$ cat src/rtl/irq_gate_pkg.sv
package irq_gate_pkg;
    localparam int STAT_W     = 12;
    localparam int THR_W      = 5;
    localparam int TX_THR_LSB = 8;
    localparam int RX_THR_LSB = 0;

    localparam int B_TX_EMPTY = 0;
    localparam int B_TX_FULL  = 1;
    localparam int B_TX_THR   = 2;
    localparam int B_RX_EMPTY = 3;
    localparam int B_RX_FULL  = 4;
    localparam int B_RX_THR   = 5;
    localparam int B_DESC     = 9;
    localparam int B_PKT      = 10;
    localparam int B_DMAERR   = 11;

    localparam logic [STAT_W-1:0] IMPL_MASK = 12'hE3F;

    typedef enum logic [1:0] {
        SEL_ENABLE = 2'd0,
        SEL_SIGEN  = 2'd1,
        SEL_CLEAR  = 2'd2,
        SEL_THRESH = 2'd3
    } cfg_sel_e;

    typedef enum logic {
        LINE_QUIET  = 1'b0,
        LINE_RAISED = 1'b1
    } line_state_e;
endpackage

$ cat src/rtl/irq_level_cond.sv
module irq_level_cond
    import irq_gate_pkg::*;
#(
    parameter int DEPTH = 16,
    parameter int LVL_W = $clog2(DEPTH + 1)
) (
    input  logic [LVL_W-1:0] tx_level,
    input  logic [LVL_W-1:0] rx_level,
    input  logic [THR_W-1:0] tx_thr,
    input  logic [THR_W-1:0] rx_thr,
    output logic [5:0]       cond
);
    localparam int CW = (LVL_W > THR_W) ? LVL_W : THR_W;
    localparam logic [LVL_W-1:0] FULL_LVL = LVL_W'(DEPTH);

    logic [CW-1:0] tx_l, rx_l, tx_t, rx_t;

    always_comb begin
        tx_l = CW'(tx_level);
        rx_l = CW'(rx_level);
        tx_t = CW'(tx_thr);
        rx_t = CW'(rx_thr);
        cond = '0;
        cond[B_TX_EMPTY] = (tx_level == '0);
        cond[B_TX_FULL]  = (tx_level == FULL_LVL);
        cond[B_TX_THR]   = (tx_l <= tx_t);
        cond[B_RX_EMPTY] = (rx_level == '0);
        cond[B_RX_FULL]  = (rx_level == FULL_LVL);
        cond[B_RX_THR]   = (rx_l >= rx_t);
    end
endmodule

$ cat src/rtl/irq_sticky_bank.sv
module irq_sticky_bank
    import irq_gate_pkg::*;
(
    input  logic              clk,
    input  logic              rst_n,
    input  logic              soft_rst,
    input  logic [STAT_W-1:0] set_vec,
    input  logic [STAT_W-1:0] clr_vec,
    output logic [STAT_W-1:0] status
);
    logic unused_hole_bits;
    assign unused_hole_bits = ^((set_vec | clr_vec) & ~IMPL_MASK);

    for (genvar gi = 0; gi < STAT_W; gi++) begin : g_bit
        if (IMPL_MASK[gi]) begin : g_impl
            always_ff @(posedge clk or negedge rst_n) begin
                if (!rst_n)
                    status[gi] <= 1'b0;
                else if (soft_rst)
                    status[gi] <= 1'b0;
                else
                    status[gi] <= set_vec[gi] | (status[gi] & ~clr_vec[gi]);
            end
        end else begin : g_hole
            assign status[gi] = 1'b0;
        end
    end
endmodule

$ cat src/rtl/irq_line_fsm.sv
module irq_line_fsm
    import irq_gate_pkg::*;
(
    input  logic clk,
    input  logic rst_n,
    input  logic pending,
    output logic irq
);
    line_state_e state_q, state_d;

    always_ff @(posedge clk or negedge rst_n) begin
        if (!rst_n) state_q <= LINE_QUIET;
        else        state_q <= state_d;
    end

    always_comb begin
        state_d = state_q;
        unique case (state_q)
            LINE_QUIET:  if (pending)  state_d = LINE_RAISED;
            LINE_RAISED: if (!pending) state_d = LINE_QUIET;
            default:     state_d = LINE_QUIET;
        endcase
    end

    always_comb begin
        irq = (state_q == LINE_RAISED);
    end
endmodule

$ cat src/rtl/irq_status_gate.sv
module irq_status_gate
    import irq_gate_pkg::*;
#(
    parameter int DEPTH = 16,
    parameter int LVL_W = $clog2(DEPTH + 1)
) (
    input  logic              clk,
    input  logic              rst_n,
    input  logic              soft_rst,
    input  logic              cfg_we,
    input  logic [1:0]        cfg_sel,
    input  logic [31:0]       cfg_wdata,
    input  logic [LVL_W-1:0]  tx_level,
    input  logic [LVL_W-1:0]  rx_level,
    input  logic              desc_done_pulse,
    input  logic              pkt_done_pulse,
    input  logic              dma_err_pulse,
    output logic [STAT_W-1:0] status_o,
    output logic [STAT_W-1:0] enable_o,
    output logic [STAT_W-1:0] sigen_o,
    output logic [THR_W-1:0]  tx_thr_o,
    output logic [THR_W-1:0]  rx_thr_o,
    output logic              irq_o
);
    logic [STAT_W-1:0] enable_q, sigen_q, event_vec, set_vec, clr_vec;
    logic [THR_W-1:0]  tx_thr_q, rx_thr_q;
    logic [5:0]        lvl_cond;
    logic              wr_en, wr_sig, wr_clr, wr_thr;
    logic              unused_wdata;

    assign unused_wdata = ^cfg_wdata[31:13];

    always_comb begin
        wr_en  = cfg_we && (cfg_sel == SEL_ENABLE);
        wr_sig = cfg_we && (cfg_sel == SEL_SIGEN);
        wr_clr = cfg_we && (cfg_sel == SEL_CLEAR);
        wr_thr = cfg_we && (cfg_sel == SEL_THRESH);
    end

    always_ff @(posedge clk or negedge rst_n) begin
        if (!rst_n) begin
            enable_q <= '0;
            sigen_q  <= '0;
            tx_thr_q <= '0;
            rx_thr_q <= '0;
        end else begin
            if (soft_rst)
                enable_q <= '0;
            else if (wr_en)
                enable_q <= cfg_wdata[STAT_W-1:0] & IMPL_MASK;
            if (wr_sig)
                sigen_q <= cfg_wdata[STAT_W-1:0] & IMPL_MASK;
            if (wr_thr) begin
                tx_thr_q <= cfg_wdata[TX_THR_LSB +: THR_W];
                rx_thr_q <= cfg_wdata[RX_THR_LSB +: THR_W];
            end
        end
    end

    irq_level_cond #(.DEPTH(DEPTH), .LVL_W(LVL_W)) u_cond (
        .tx_level (tx_level),
        .rx_level (rx_level),
        .tx_thr   (tx_thr_q),
        .rx_thr   (rx_thr_q),
        .cond     (lvl_cond)
    );

    always_comb begin
        event_vec           = '0;
        event_vec[5:0]      = lvl_cond;
        event_vec[B_DESC]   = desc_done_pulse;
        event_vec[B_PKT]    = pkt_done_pulse;
        event_vec[B_DMAERR] = dma_err_pulse;
        set_vec = event_vec & enable_q;
        clr_vec = wr_clr ? cfg_wdata[STAT_W-1:0] : '0;
    end

    irq_sticky_bank u_bank (
        .clk      (clk),
        .rst_n    (rst_n),
        .soft_rst (soft_rst),
        .set_vec  (set_vec),
        .clr_vec  (clr_vec),
        .status   (status_o)
    );

    irq_line_fsm u_line (
        .clk     (clk),
        .rst_n   (rst_n),
        .pending (|(status_o & enable_q & sigen_q)),
        .irq     (irq_o)
    );

    assign enable_o = enable_q;
    assign sigen_o  = sigen_q;
    assign tx_thr_o = tx_thr_q;
    assign rx_thr_o = rx_thr_q;
endmodule

$ cat config.mk
export PLATFORM = sky130hd
export DESIGN_NAME = irq_status_gate
export DESIGN_NICKNAME = d
export VERILOG_FILES = /design/src/rtl/irq_gate_pkg.sv /design/src/rtl/irq_level_cond.sv /design/src/rtl/irq_sticky_bank.sv /design/src/rtl/irq_line_fsm.sv /design/src/rtl/irq_status_gate.sv
export SDC_FILE = /design/constraint.sdc
export NUM_CORES = 1
export LEC_CHECK = 0
export BUFFER_PORTS_ARGS = -buffer_cell sky130_fd_sc_hd__buf_2
export CAP_MARGIN = 30
export CORE_UTILIZATION = 48
export DETAILED_ROUTE_END_ITERATION = 8
export HOLD_SLACK_MARGIN = 0.03
export PLACE_DENSITY = 0.93
export SYNTH_ARGS = -nofsm -noshare
export SYNTH_HDL_FRONTEND = slang
export SYNTH_SLANG_ARGS = --single-unit
$ cat constraint.sdc
create_clock -name clk -period 4 [get_ports clk]
set_input_delay 1.2 -clock clk [delete_from_list [all_inputs] [get_ports clk]]
set_output_delay 1.2 -clock clk [all_outputs]
set_load 0.02 [all_outputs]
# == Yosys cells after proc, flatten, opt, wreduce, memory -nomap -nowiden ==
# Cells that the tools add are included.
# totals
reg_bits,41
word_cells,73
inputBits,51
ramBits,0
mem_count,0
output_inout_bits,47
mem_bits_ro,0
latch_bits,0
# classes
n_mul,0
div_mod_pow,0
shifts,0
addsub,0
n_reduce_logical,9
magnitude_cmp,2
n_mux,13
bitwise,30
n_eq_ne,5
# ops
operator,count
12-bit bitwise AND,3
12-bit 2-to-1 mux,3
12-bit OR reduction,1
5-bit == test (second input constant),2
5-bit zero test,2
1-bit 2-to-1 mux,10
1-bit bitwise AND,9
1-bit inverter,9
1-bit bitwise OR,9
5-bit >= comparator,1
5-bit <= comparator,1
2-bit == test (second input constant),2
1-bit logical AND,4
2-bit by 1-bit == test with 1-bit output (second input constant),1
2-bit zero test,1
2-bit nonzero test,1

# == Longest topological paths before layout ==
# Gate-level depths: netlist of run 1.
# logic_depth
ltp_word,7
mapped_depth,6
ltp_nobuf,6

# == Cells and area by module ==
# Synthesis of run 1 repeated with hierarchy kept, for this count alone.
# hier_totals
cells_unflattened,197
area_unflattened_um2,2150.8
# modules_own_cells
module,area_per_inst_um2,seq_area_each_um2,cells_per_inst,instances
irq_status_gate,1345.0,700.7,114,1
irq_sticky_bank,499.2,225.2,41,1
irq_level_cond,281.5,0.0,41,1
irq_line_fsm,25.0,25.0,1,1

# == Worst setup path before layout of run 1 ==
# Ideal clock, no wire load.
# synth_timing
path_type,input to register
start,in rx_level[0]
end,reg u_bank.status[5]
n_path_buf,0
setup_slack_ps,1614
arrival_ps,2266
cell_stages,6
t_required_ps,3880
setup_time_ps,120
cell_sequence,inv_1 -> ha_1 -> nand2b_4 -> a2111oi_2 -> o21bai_1 -> a31o_1
# synth_via
elab_chain_cells,4
# synth_lines
element,line_no,source
"start, declared",irq_status_gate.sv:14,"input logic [LVL_W-1:0] rx_level,"
5-bit >= comparator,irq_level_cond.sv:29,cond[B_RX_THR] = (rx_l >= rx_t);
12-bit bitwise AND,irq_status_gate.sv:74,set_vec = event_vec & enable_q;
1-bit bitwise OR,irq_sticky_bank.sv:22,status[gi] <= set_vec[gi] | (status[gi] & ~clr_vec[gi]);
1-bit 2-to-1 mux,irq_sticky_bank.sv:19,else if (soft_rst)
"end signal, assigned by index",irq_sticky_bank.sv:22,
"end, declared",irq_sticky_bank.sv:9,output logic [STAT_W-1:0] status
# Every way passes these cells.
# A chain may end at the register's enable or synchronous reset.

# == Final worst setup path of run 1 ==
# layout_timing
start,in cfg_sel[1]
end,"reg enable_q[5], in the netlist enable_o[5]"
# layout_via
elab_chain_cells,3
# layout_lines
element,line_no,source
"start, declared",irq_status_gate.sv:11,"input logic [1:0] cfg_sel,"
2-bit zero test,irq_status_gate.sv:34,wr_en = cfg_we && (cfg_sel == SEL_ENABLE);
1-bit logical AND,irq_status_gate.sv:34,
2-bit nonzero test (no line),n/a,
"end signal, assigned",irq_status_gate.sv:50,enable_q <= cfg_wdata[STAT_W-1:0] & IMPL_MASK;
"end, declared",irq_status_gate.sv:25,"logic [STAT_W-1:0] enable_q, sigen_q, event_vec, set_vec, clr_vec;"
# Every way passes these cells.

==> impl_results.md, run 1 <==
- Outcome: completed
- Reg2reg path depth: 5
- Die span in y: about 65 um
- Combinational power share: between 20% and 30%
- RSZ-0062 raised after global routing: false
- Antenna diodes: 0
- Largest family of logic cells by synthesized area: multiplexers
- Hold Worst Slack: approximately 530 ps
- Min Tclk post-route: between 2000 and 2500 ps
- Syn_area_per_cell: ~11 um2
- Internal: around 640 uW
- CTS buffer count: 5
- Critical Path RT: ~4200 ps
- XOR/XNOR Fraction of Synth Area: 0%
- CP Class: in -> reg
- Hold Crit Endpoint: tx_thr_o[4]
- Slew headroom: between 30 and 40%
- Synth Warn #: 0
- Crit. End Element: register
- DRT iter0 DRCs: 54
- Largest net degree at the start of global routing: 39
- Initial antenna violation count: 0
- Commonest non-fill, non-tap cell in the layout: buf_2
- Post-Synthesis Cells: 168
- Clk sinks: 38
- Critical-path cell list: buf_2 > nor3b_2 > mux2i_1 > nor2_1
- Initial core utilization: 50.9%
- Net Switching: between 200 and 300 uW
- Post-DRT Antenna Nets: 0
- Sequential element share of the synthesized area: about 50%
- Synthesized flop and latch total: 38
- Grt total ovfl: 0
- IO Count: 98
- I/O Buffers: 67
- Total GRT Usage: 21.9%
- Most frequent cells in the layout: buf_2 (67), dfrtp_1 (38), mux2_2 (19), nor2_1 (17), inv_1 (14)
- CP Launch Type: input port
- Clock power share: about 25%
- Layout Skew: 3.53 ps
- Setup violators final: 0
- H-tree levels: 2
- Leak: approximately 0.0012 uW
- Worst Hold Launch: tx_thr_o[4]
- CP Max Fanout: 9
- Yosys cell types: 32
- Switching Fraction: 31.1%
- Rows: 22
- Global-route wire length before repair: roughly 6800 um
- R2r setup slk: 2410 ps
- Buffers from clock root to sink, at most: 2
- Detailed Routing Iterations Pass 1: 4
- Buf/Inv on CP: 1
- Period utilisation layout: between 50% and 60%
- Final hold viol count: 0
- Mux contribution to synthesized area: between 15 and 20%
- Clock Latency Late Sink: about 280 ps
- Maximum vdd drop: about 0.19 mV
- Largest delay contributor family on the critical path: simple AND/OR/NAND/NOR gates
- Hold-fix buffers, CTS: 0
- Vias per cell: around 5.2
- Arr. time, crit path: 2490 ps
- Area fraction in compound gates after synthesis: 7.88%
- Share of layout cells above drive strength 1: roughly two fifths
- Post-Syn Area: roughly 1900 um2
- Slowest stage cell, crit path: nor3b_2
- Root buffer cell: clkbuf_8
- Fmax: between 400 and 500 MHz
- Final net count: 298
- Die width: 65.0 um
- Final WL: about 4200 um
- R2r endpoint: u_bank.status[5]
- Pwr dens: 403 nW/um2
- Post-CTS Resized: 0
- Simple-gate portion of the synthesized area: around an eighth
- Adder-cell share of the synthesized area: about 6.6%
- Clock slew at reported path FFs: roughly 70 ps
- Worst hold path depth: 1
- Die area: about 4200 um2
- Total number of vias: approximately 1,500
- DRC errors left: 0
- Routed len/inst: approximately 15 um
- FF-to-FF Start: rx_thr_o[0]
- Sequential Power Share: approximately half
- Max_cap viols: 0
- Setup TNS Final: 0 ps
- Gp weighted congestion: ~0.85
- CTS tree: built
- Core ar.: approximately 3700 um2
- Pins over their slew limit: 0
- Number of global-route vias before repair: between 1,000 and 1,500
- WP depth: 4
- Max incr delay on CP: between 800 and 900 ps
- Hold Path Class: reg -> reg
- Postcts setup bufs: 0
- Worst slew pin tran: 996 ps
- Area grow syn2layout: 21.9%
- DPL Wire Length: between 3000 and 4000 um
worst max-delay path by stage:
stage,startpoint,to,slack [ps]
final,cfg_sel[1],enable_o[5],1670
after global routing,cfg_sel[1],enable_o[1],1580
after CTS,cfg_sel[1],enable_o[10],1650
after detailed placement,cfg_sel[1],enable_o[5],1370
after global placement,cfg_sel[1],enable_o[4],1380
after floorplan,rx_level[0],u_bank.status[5],1610
logic make-up (layout without fill, tap and decap cells):
group                      Yosys count  count (layout)
buffers and inverters               27              88
AOI/OAI and AO/OA                   19              19
muxes                               28              28
adders and majority gates           10              10
DFF                                 38              38
and+or+nand+nor                     45              45
other                                1               9
sequential cells by signal, indices dropped and copies added, names as in the netlist:
| signal | flops |
|---|---|
| sigen_o | 9 |
| enable_o | 9 |
| tx_thr_o | 5 |
| rx_thr_o | 5 |
| u_bank.status | 9 |
| u_line.irq | 1 |
Yosys cell counts:
cell type	number	area share [%]
buf_1	1	0.20
nand2b_4	1	0.72
and3_1	2	0.66
a21boi_0	1	0.39
nor3b_1	1	0.39
a31o_1	1	0.46
buf_4	11	4.3
a211oi_1	1	0.39
o22ai_1	1	0.33
conb_1	1	0.20
a22oi_1	3	1.2
nand3b_2	1	0.59
o21a_1	1	0.39
mux2_2	19	11
nor2_1	17	3.4
o41ai_1	1	0.46
nor4_1	2	0.66
ha_1	10	6.6
o21ai_0	3	0.79
nand2_1	9	1.8
o21bai_1	1	0.39
nand3_1	7	1.8
nand3_2	1	0.53
and3b_1	1	0.46
clkbuf_1	1	0.20
a2111oi_2	1	0.79
nand4_1	3	0.99
inv_1	14	2.8
a311oi_1	1	0.46
a32oi_1	4	1.8
dfrtp_1	38	50
mux2i_1	9	4.7
stage by stage:
step	worst slack (ps)	utilization (%)	instance area, um2	total power [uW]	cells
final	1670	62.0	2320	936	285
after global routing	1580	62.0	2320	986	285
after CTS	1650	62.0	2320	944	285
after detailed placement	1370	60.0	2240	708	278
after global placement	1380	60.0	2240	696	278
after floorplan	1610	-	1930	619	176
final cells by class:
type,count,area (um2)
repair buffers,67,335
multi-input cells,111,846
inverters,14,52.6
clock buffers,7,76.3
fillers,349,1420
well taps,48,60.1
flip-flops and latches,38,951
power groups by stage:
stage / Sequential (uW) / Combinational [uW] / Clock (uW)
CTS: 457 / 245 / 242
detailed placement: 464 / 244 / 0
global route: 462 / 264 / 260
global placement: 461 / 235 / 0
floorplan: 511 / 108 / 0
finish: 457 / 242 / 237
per-layer routing:
metal | global-route usage [%] | part of all wire (%) | vias to the layer above | wire length [um]
met5 | 0 | 0 | - | 0
met4 | 5.00 | 0.31 | 0 | 13
met3 | 6.34 | 6.1 | 2 | 260
met2 | 36.5 | 49 | 54 | 2080
met1 | 27.9 | 44 | 725 | 1880
li1 | - | - | 714 | -
(Power assumes the default switching activity.)
==> inputs of run 2 (changes only) <==
--- a/config.mk
+++ b/config.mk
@@ -7,10 +7,10 @@
 export LEC_CHECK = 0
 export BUFFER_PORTS_ARGS = -buffer_cell sky130_fd_sc_hd__buf_2
 export CAP_MARGIN = 30
-export CORE_UTILIZATION = 48
+export CORE_UTILIZATION = 41
 export DETAILED_ROUTE_END_ITERATION = 8
 export HOLD_SLACK_MARGIN = 0.03
-export PLACE_DENSITY = 0.93
+export PLACE_DENSITY = 0.85
 export SYNTH_ARGS = -nofsm -noshare
 export SYNTH_HDL_FRONTEND = slang
 export SYNTH_SLANG_ARGS = --single-unit
==> constraint.sdc (replaced) <==
create_clock -name clk -period 2 [get_ports clk]
set_input_delay 0.6 -clock clk [delete_from_list [all_inputs] [get_ports clk]]
set_output_delay 0.6 -clock clk [all_outputs]
set_load 0.02 [all_outputs]
==> run 2 against run 1 <==
Net effect: via count grew 4.3%; worst setup slack lost 1300 ps; core utilization shrank 8.5 points; largest cell class unchanged; critical endpoint is now u_bank.status[5]; flip-flop and latch count is the same; non-clock buffer count grew 5; global-route usage shrank 2.9 points; clock power grew 110%; cell count grew 3.2%.
==> impl_results.md, run 2 (synthesis gave the netlist of run 1 again) <==
- Period utilisation layout: 82.7%
- Top Layer Used: met4
- Pwr dens: 802 nW/um2 (+99%)
- Final std cells w/o fill: 294 (+3.2%)
- Slew headroom: 64.6% (+31 points)
- I/O Buffers: 67 (unchanged)
- DR WL met3: 285 um (+9.6%)
- Leak: 0.00124 uW (+2.1%)
- Setup TNS Final: 0 ps (unchanged)
- Commonest non-fill, non-tap cell in the layout: buf_2
- Most frequent cells in the layout: buf_2 (67), dfrtp_1 (38), mux2_2 (19), nor2_1 (17), inv_1 (14)
- Area grow syn2layout: 24.1%
- CP Max Fanout: 2 (-7)
- Antenna diodes: 0 (unchanged)
- Die area: 4920 um2 (+17%)
- Hold-fix buffers, CTS: 0 (unchanged)
- Clk sinks: 38 (unchanged)
- H-tree levels: 2 (unchanged)
- Min Tclk post-route: about 1700 ps
- CTS tree: built
- IO Count: 98 (unchanged)
- PnR worst setup slack: 346 ps (-1330 ps)
- Maximum vdd drop: 0.449 mV (+130%)
- Die width: 70.2 um (+7.9%)
- Critical Path RT: 2180 ps (-1980 ps)
- Post-DRT Antenna Nets: 0 (unchanged)
- Layout Skew: 6.45 ps (+2.92 ps)
- Die span in y: 70.2 um (+7.9%)
- RSZ-0062 raised after global routing: false
- Clock Latency Late Sink: 290 ps (about the same)
- Largest net degree at the start of global routing: 25 (-36%)
- Root buffer cell: clkbuf_8
- Rows: 24 (+9.1%)
- Detailed Routing Iterations Pass 1: 4 (unchanged)
- Fmax: ~600 MHz
- DRC errors left: 0 (unchanged)
- Post-CTS Resized: 0 (unchanged)
- Hold Path Class: in -> async
- Total number of vias: 1,560 (+4.3%)
- Global-route wire length before repair: 7040 um (+4.2%)
- Final net count: 303 (+1.7%)
- Final WL: 4430 um (+4.7%)
- Initial antenna violation count: 0 (unchanged)
- Placed cells: 287 (+3.2%)
- Initial core utilization: 43.1% (-7.7 points)
- CTS buffer count: 5 (unchanged)
- Vias per cell: 5.31 (+1.2%)
- CP Launch Type: input port
- Metal1 wirelength: 1940 um (+3.4%)
- Arr. time, crit path: 1830 ps (-660 ps)
- Pins over their slew limit: 0 (unchanged)
- Postcts setup bufs: 0 (unchanged)
- Routed len/inst: 15.1 um (+1.5%)
- Worst slew pin tran: 531 ps (-464 ps)
- Number of global-route vias before repair: 1,458 (+4.7%)
- Max_cap viols: 0 (unchanged)
- Buffers from clock root to sink, at most: 2 (unchanged)
- Gp weighted congestion: 0.877 (+2.6%)
- Crit. End Element: register
- Share of layout cells above drive strength 1: 41.7% (+1.2 points)
- Core ar.: 4410 um2 (+18%)
- CP Class: in -> reg
- Outcome: completed
- Total GRT Usage: 19.0% (-2.9 points)
- Clock slew at reported path FFs: 70 ps (about the same)
- Grt total ovfl: 0 (unchanged)
- Pre-CTS WS: 27.9 ps (-1340 ps)
- Setup violators final: 0 (unchanged)
- Routed wl met2: 2130 um (+2.5%)
- DPL Wire Length: 3400 um (+5.9%)
- Final hold viol count: 0 (unchanged)
- DRT iter0 DRCs: 77 (+43%)
-- run 2: cell types whose count changed in the layout (fill, tap and decap cells not counted) --
cell,before,now
buf_4,0,5
-- run 2: through the flow --
step           util, %  total power (uW)  area [um2]  hold slack (ps)
6_report          53.5              1900        2360              279
5_1_grt           53.5              2000        2360              311
4_1_cts           53.5              1920        2360              285
3_5_place_dp      51.8              1420        2290              516
3_3_place_gp      51.8              1400        2290              509
2_1_floorplan        -              1240        1930              304
-- run 2: power breakdown --
part | leakage [uW] | switching, uW | total [uW] | internal (uW)
combinational | 0.000711 | 284 | 488 | 204
sequential | 0.000488 | 62.3 | 913 | 851
clock | 0.0000383 | 256 | 495 | 240
-- run 2: area by class of cell --
class,count,area [um2]
Timing Repair Buffer,72,373
Inverter,14,52.6
Clock buffer,7,76.3
Fill cell,397,2050
Tap cell,52,65.1
Sequential cell,38,951
Multi-Input combinational cell,111,846
-- run 2: metal layers --
metal | vias up | track usage, %
met3 | 10 | 6.35
li1 | 723 | -
met2 | 71 | 29.3
met4 | 0 | 7.11
met1 | 756 | 24.8
met5 | - | 0
-- run 2: path summary, 6_finish.rpt --
| path | from | end | slack, ps | cells after the start |
|---|---|---|---|---|
| setup reg to reg | rx_thr_o[0] | u_bank.status[5] | 390 | 5 |
| hold reg to reg | rx_thr_o[4] | rx_thr_o[4] | 540 | 1 |
| setup / recovery | rx_level[0] | u_bank.status[5] | 350 | 7 |
| max in group asynchronous | rst_n | u_bank.status[10] | 1190 | 2 |
| min in group clk | cfg_wdata[12] | tx_thr_o[4] | 530 | 2 |
| hold / removal | rst_n | u_bank.status[2] | 280 | 1 |
-- run 2: worst max-delay path, cell delays in order --
cell and delay (ps):
buf_2 90, inv_1 40, ha_1 280, nand2b_4 140
a2111oi_2 350, o21bai_1 120, a31o_1 230
==> inputs of run 3 (changes only) <==
==> constraint.sdc (replaced) <==
create_clock -name clk -period 1.3 [get_ports clk]
set_input_delay 0.39 -clock clk [delete_from_list [all_inputs] [get_ports clk]]
set_output_delay 0.39 -clock clk [all_outputs]
set_load 0.02 [all_outputs]
==> run 3 against run 2 <==
Net effect: the run now ends with setup timing left; combinational power grew 110%; die area is the same; worst setup slack lost 510 ps; core utilization grew 9.2 points; critical path depth shrank 2; critical endpoint unchanged.
==> impl_results.md, run 3 (synthesis gave the netlist of run 1 again) <==
- R2r endpoint: u_bank.status[5]
- Initial core utilization: 43.1% (unchanged)
- Min Tclk post-route: around 1500 ps
- Crit. End Element: register
- Setup violators final: 9 (+9)
- Maximum vdd drop: 0.446 mV (-0.83%)
- Max_cap viols: 0 (unchanged)
- Share of layout cells above drive strength 1: 52.4% (+11 points)
- Global-route wire length before repair: 7620 um (+8.2%)
- Commonest non-fill, non-tap cell in the layout: buf_2
- Post-DRT Antenna Nets: 0 (unchanged)
- Clock Latency Late Sink: 290 ps (about the same)
- Detailed Routing Iterations Pass 1: 4 (unchanged)
- Fmax: slightly below 700 MHz
- Grt total ovfl: 0 (unchanged)
- Total number of vias: 1,653 (+6.0%)
- Hold Path Class: in -> async
- Gp weighted congestion: 0.807 (-8.0%)
- RSZ-0062 raised after global routing: true
- Post-DP Area: 2510 um2 (+9.9%)
- Die width: 70.2 um (unchanged)
- IO Count: 98 (unchanged)
- Rows: 24 (unchanged)
- Area of the multi-input gates: 911 um2 (+7.7%)
- CP Launch Type: register
- Die span in y: 70.2 um (unchanged)
- Layout Skew: 3.85 ps (-2.60 ps)
- Fillcell total: 351 (-12%)
- Combinational power share: 31.3% (+5.6 points)
- DRT iter0 DRCs: 63 (-18%)
- DRC errors left: 0 (unchanged)
- CTS buffer count: 5 (unchanged)
- Clock slew at reported path FFs: 70 ps (about the same)
- Tot Pwr: 3310 uW (+75%)
- Total GRT Usage: 20.4% (+1.4 points)
- Net Switching: 1060 uW (+75%)
- Period utilisation layout: 113%
- Sequential Power Share: 42.7% (-5.5 points)
- CTS tree: built
- Critical Path RT: 1490 ps (-690 ps)
- Internal: 2260 uW (+74%)
- DPL Wire Length: 3600 um (+6.0%)
- Clk sinks: 38 (unchanged)
- Buffers from clock root to sink, at most: 2 (unchanged)
- CP Max Fanout: 2 (unchanged)
- Die area: 4920 um2 (unchanged)
- Most frequent cells in the layout: buf_2 (57), dfrtp_1 (33), mux2_2 (19), buf_4 (19), nor2_1 (17)
- Largest net degree at the start of global routing: 39 (+56%)
- Failing checks: setup timing
- Final net count: 327 (+7.9%)
- Register area: 957 um2 (+0.66%)
- Number of global-route vias before repair: 1,612 (+11%)
- Pins over their slew limit: 0 (unchanged)
- FF-to-FF Start: rx_thr_o[0]
- Routed len/inst: 15.5 um (+3.0%)
- Final instance area: 2770 um2 (+17%)
- Leak: 0.00141 uW (+14%)
- Clock power share: 26.0% (about the same)
- PnR worst setup slack: -167 ps (-513 ps)
- R2r setup slk: -170 ps (-560 ps)
- Area grow syn2layout: 45.4%
- Antenna diodes: 0 (unchanged)
- Core ar.: 4410 um2 (unchanged)
- Hold-fix buffers, CTS: 0 (unchanged)
- Pwr dens: 1200 nW/um2 (+49%)
- Final WL: 4960 um (+12%)
- CP Class: reg -> reg
- Root buffer cell: clkbuf_8
- H-tree levels: 2 (unchanged)
- Final hold viol count: 0 (unchanged)
- Outcome: finished, violations left
- Arr. time, crit path: 1650 ps (-180 ps)
- Initial antenna violation count: 0 (unchanged)
- Reg2reg path depth: 5 (unchanged)
- Vias per cell: 5.18 (-2.3%)
- I/O Buffers: 67 (unchanged)
- Switching Fraction: 31.8% (+0.11 points)
[run 3: cell types whose count changed in the layout (fill, tap and decap cells not counted), sizes merged]
cell      before  now
clkbuf         7    6
clkinvlp       0    1
buf           72   96
clkinv         0    1
[run 3: power groups by stage]
stage / logic [uW] / clock network, uW / registers (uW)
after CTS: 1010 / 876 / 1410
after global routing: 1110 / 933 / 1430
after detailed placement: 923 / 0 / 1430
final: 1040 / 862 / 1410
after floorplan: 371 / 0 / 1580
after global placement: 883 / 0 / 1420
[run 3: area by class of cell]
| class | instances | area share (%) |
|---|---|---|
| Sequential cell | 38 | 34.6 |
| Clock buffer | 6 | 2.98 |
| Timing Repair Buffer | 96 | 24.9 |
| Inverter | 14 | 1.90 |
| Multi-Input combinational cell | 111 | 32.9 |
| Tap cell | 52 | 2.35 |
| Clock inverter | 2 | 0.452 |
[run 3: worst max path at each step]
stage | start | end | slack, ps | depth (start not counted)
6_report | rx_thr_o[0] | u_bank.status[5] | -170 | 5
5_1_grt | rx_thr_o[0] | u_bank.status[5] | -230 | 5
4_1_cts | rx_thr_o[0] | u_bank.status[5] | -170 | 5
3_5_place_dp | rx_level[0] | u_bank.status[5] | -300 | 7
3_3_place_gp | rx_level[0] | u_bank.status[5] | -290 | 7
2_1_floorplan | rx_thr_o[0] | u_bank.status[5] | -160 | 5
[run 3: routing by layer]
metal / GRT usage (%) / wire, um
met1: 26.0 / 2130
met2: 33.0 / 2430
met3: 5.77 / 311
met4: 7.56 / 82
met5: 0 / 0
[run 3: worst max-delay path, cell delays in order, from the launching register on]
cell and delay (ps):
dfrtp_2 430, ha_4 240, nand2b_4 140, a2111oi_4 270
o21bai_1 110, a31o_1 180
[run 3: stage by stage]
step / worst slack (ps) / TNS [ps] / hold WS (ps) / util [%] / std cells
CTS: -175 / -507 / 56.3 / 60.6 / 311
finish: -167 / -434 / 57.4 / 62.7 / 319
global placement: -287 / -1190 / 369 / 56.9 / 304
detailed placement: -302 / -1800 / 373 / 56.9 / 304
floorplan: -157 / -188 / 94.4 / - / 176
global route: -228 / -787 / 68.3 / 62.7 / 319
[run 3: timing repair]
item	in CTS	in global routing
resized for setup	23	7
buffers inserted	1	9
setup endpoints to repair	11	17
pin swaps	1	0
gates cloned	0	0
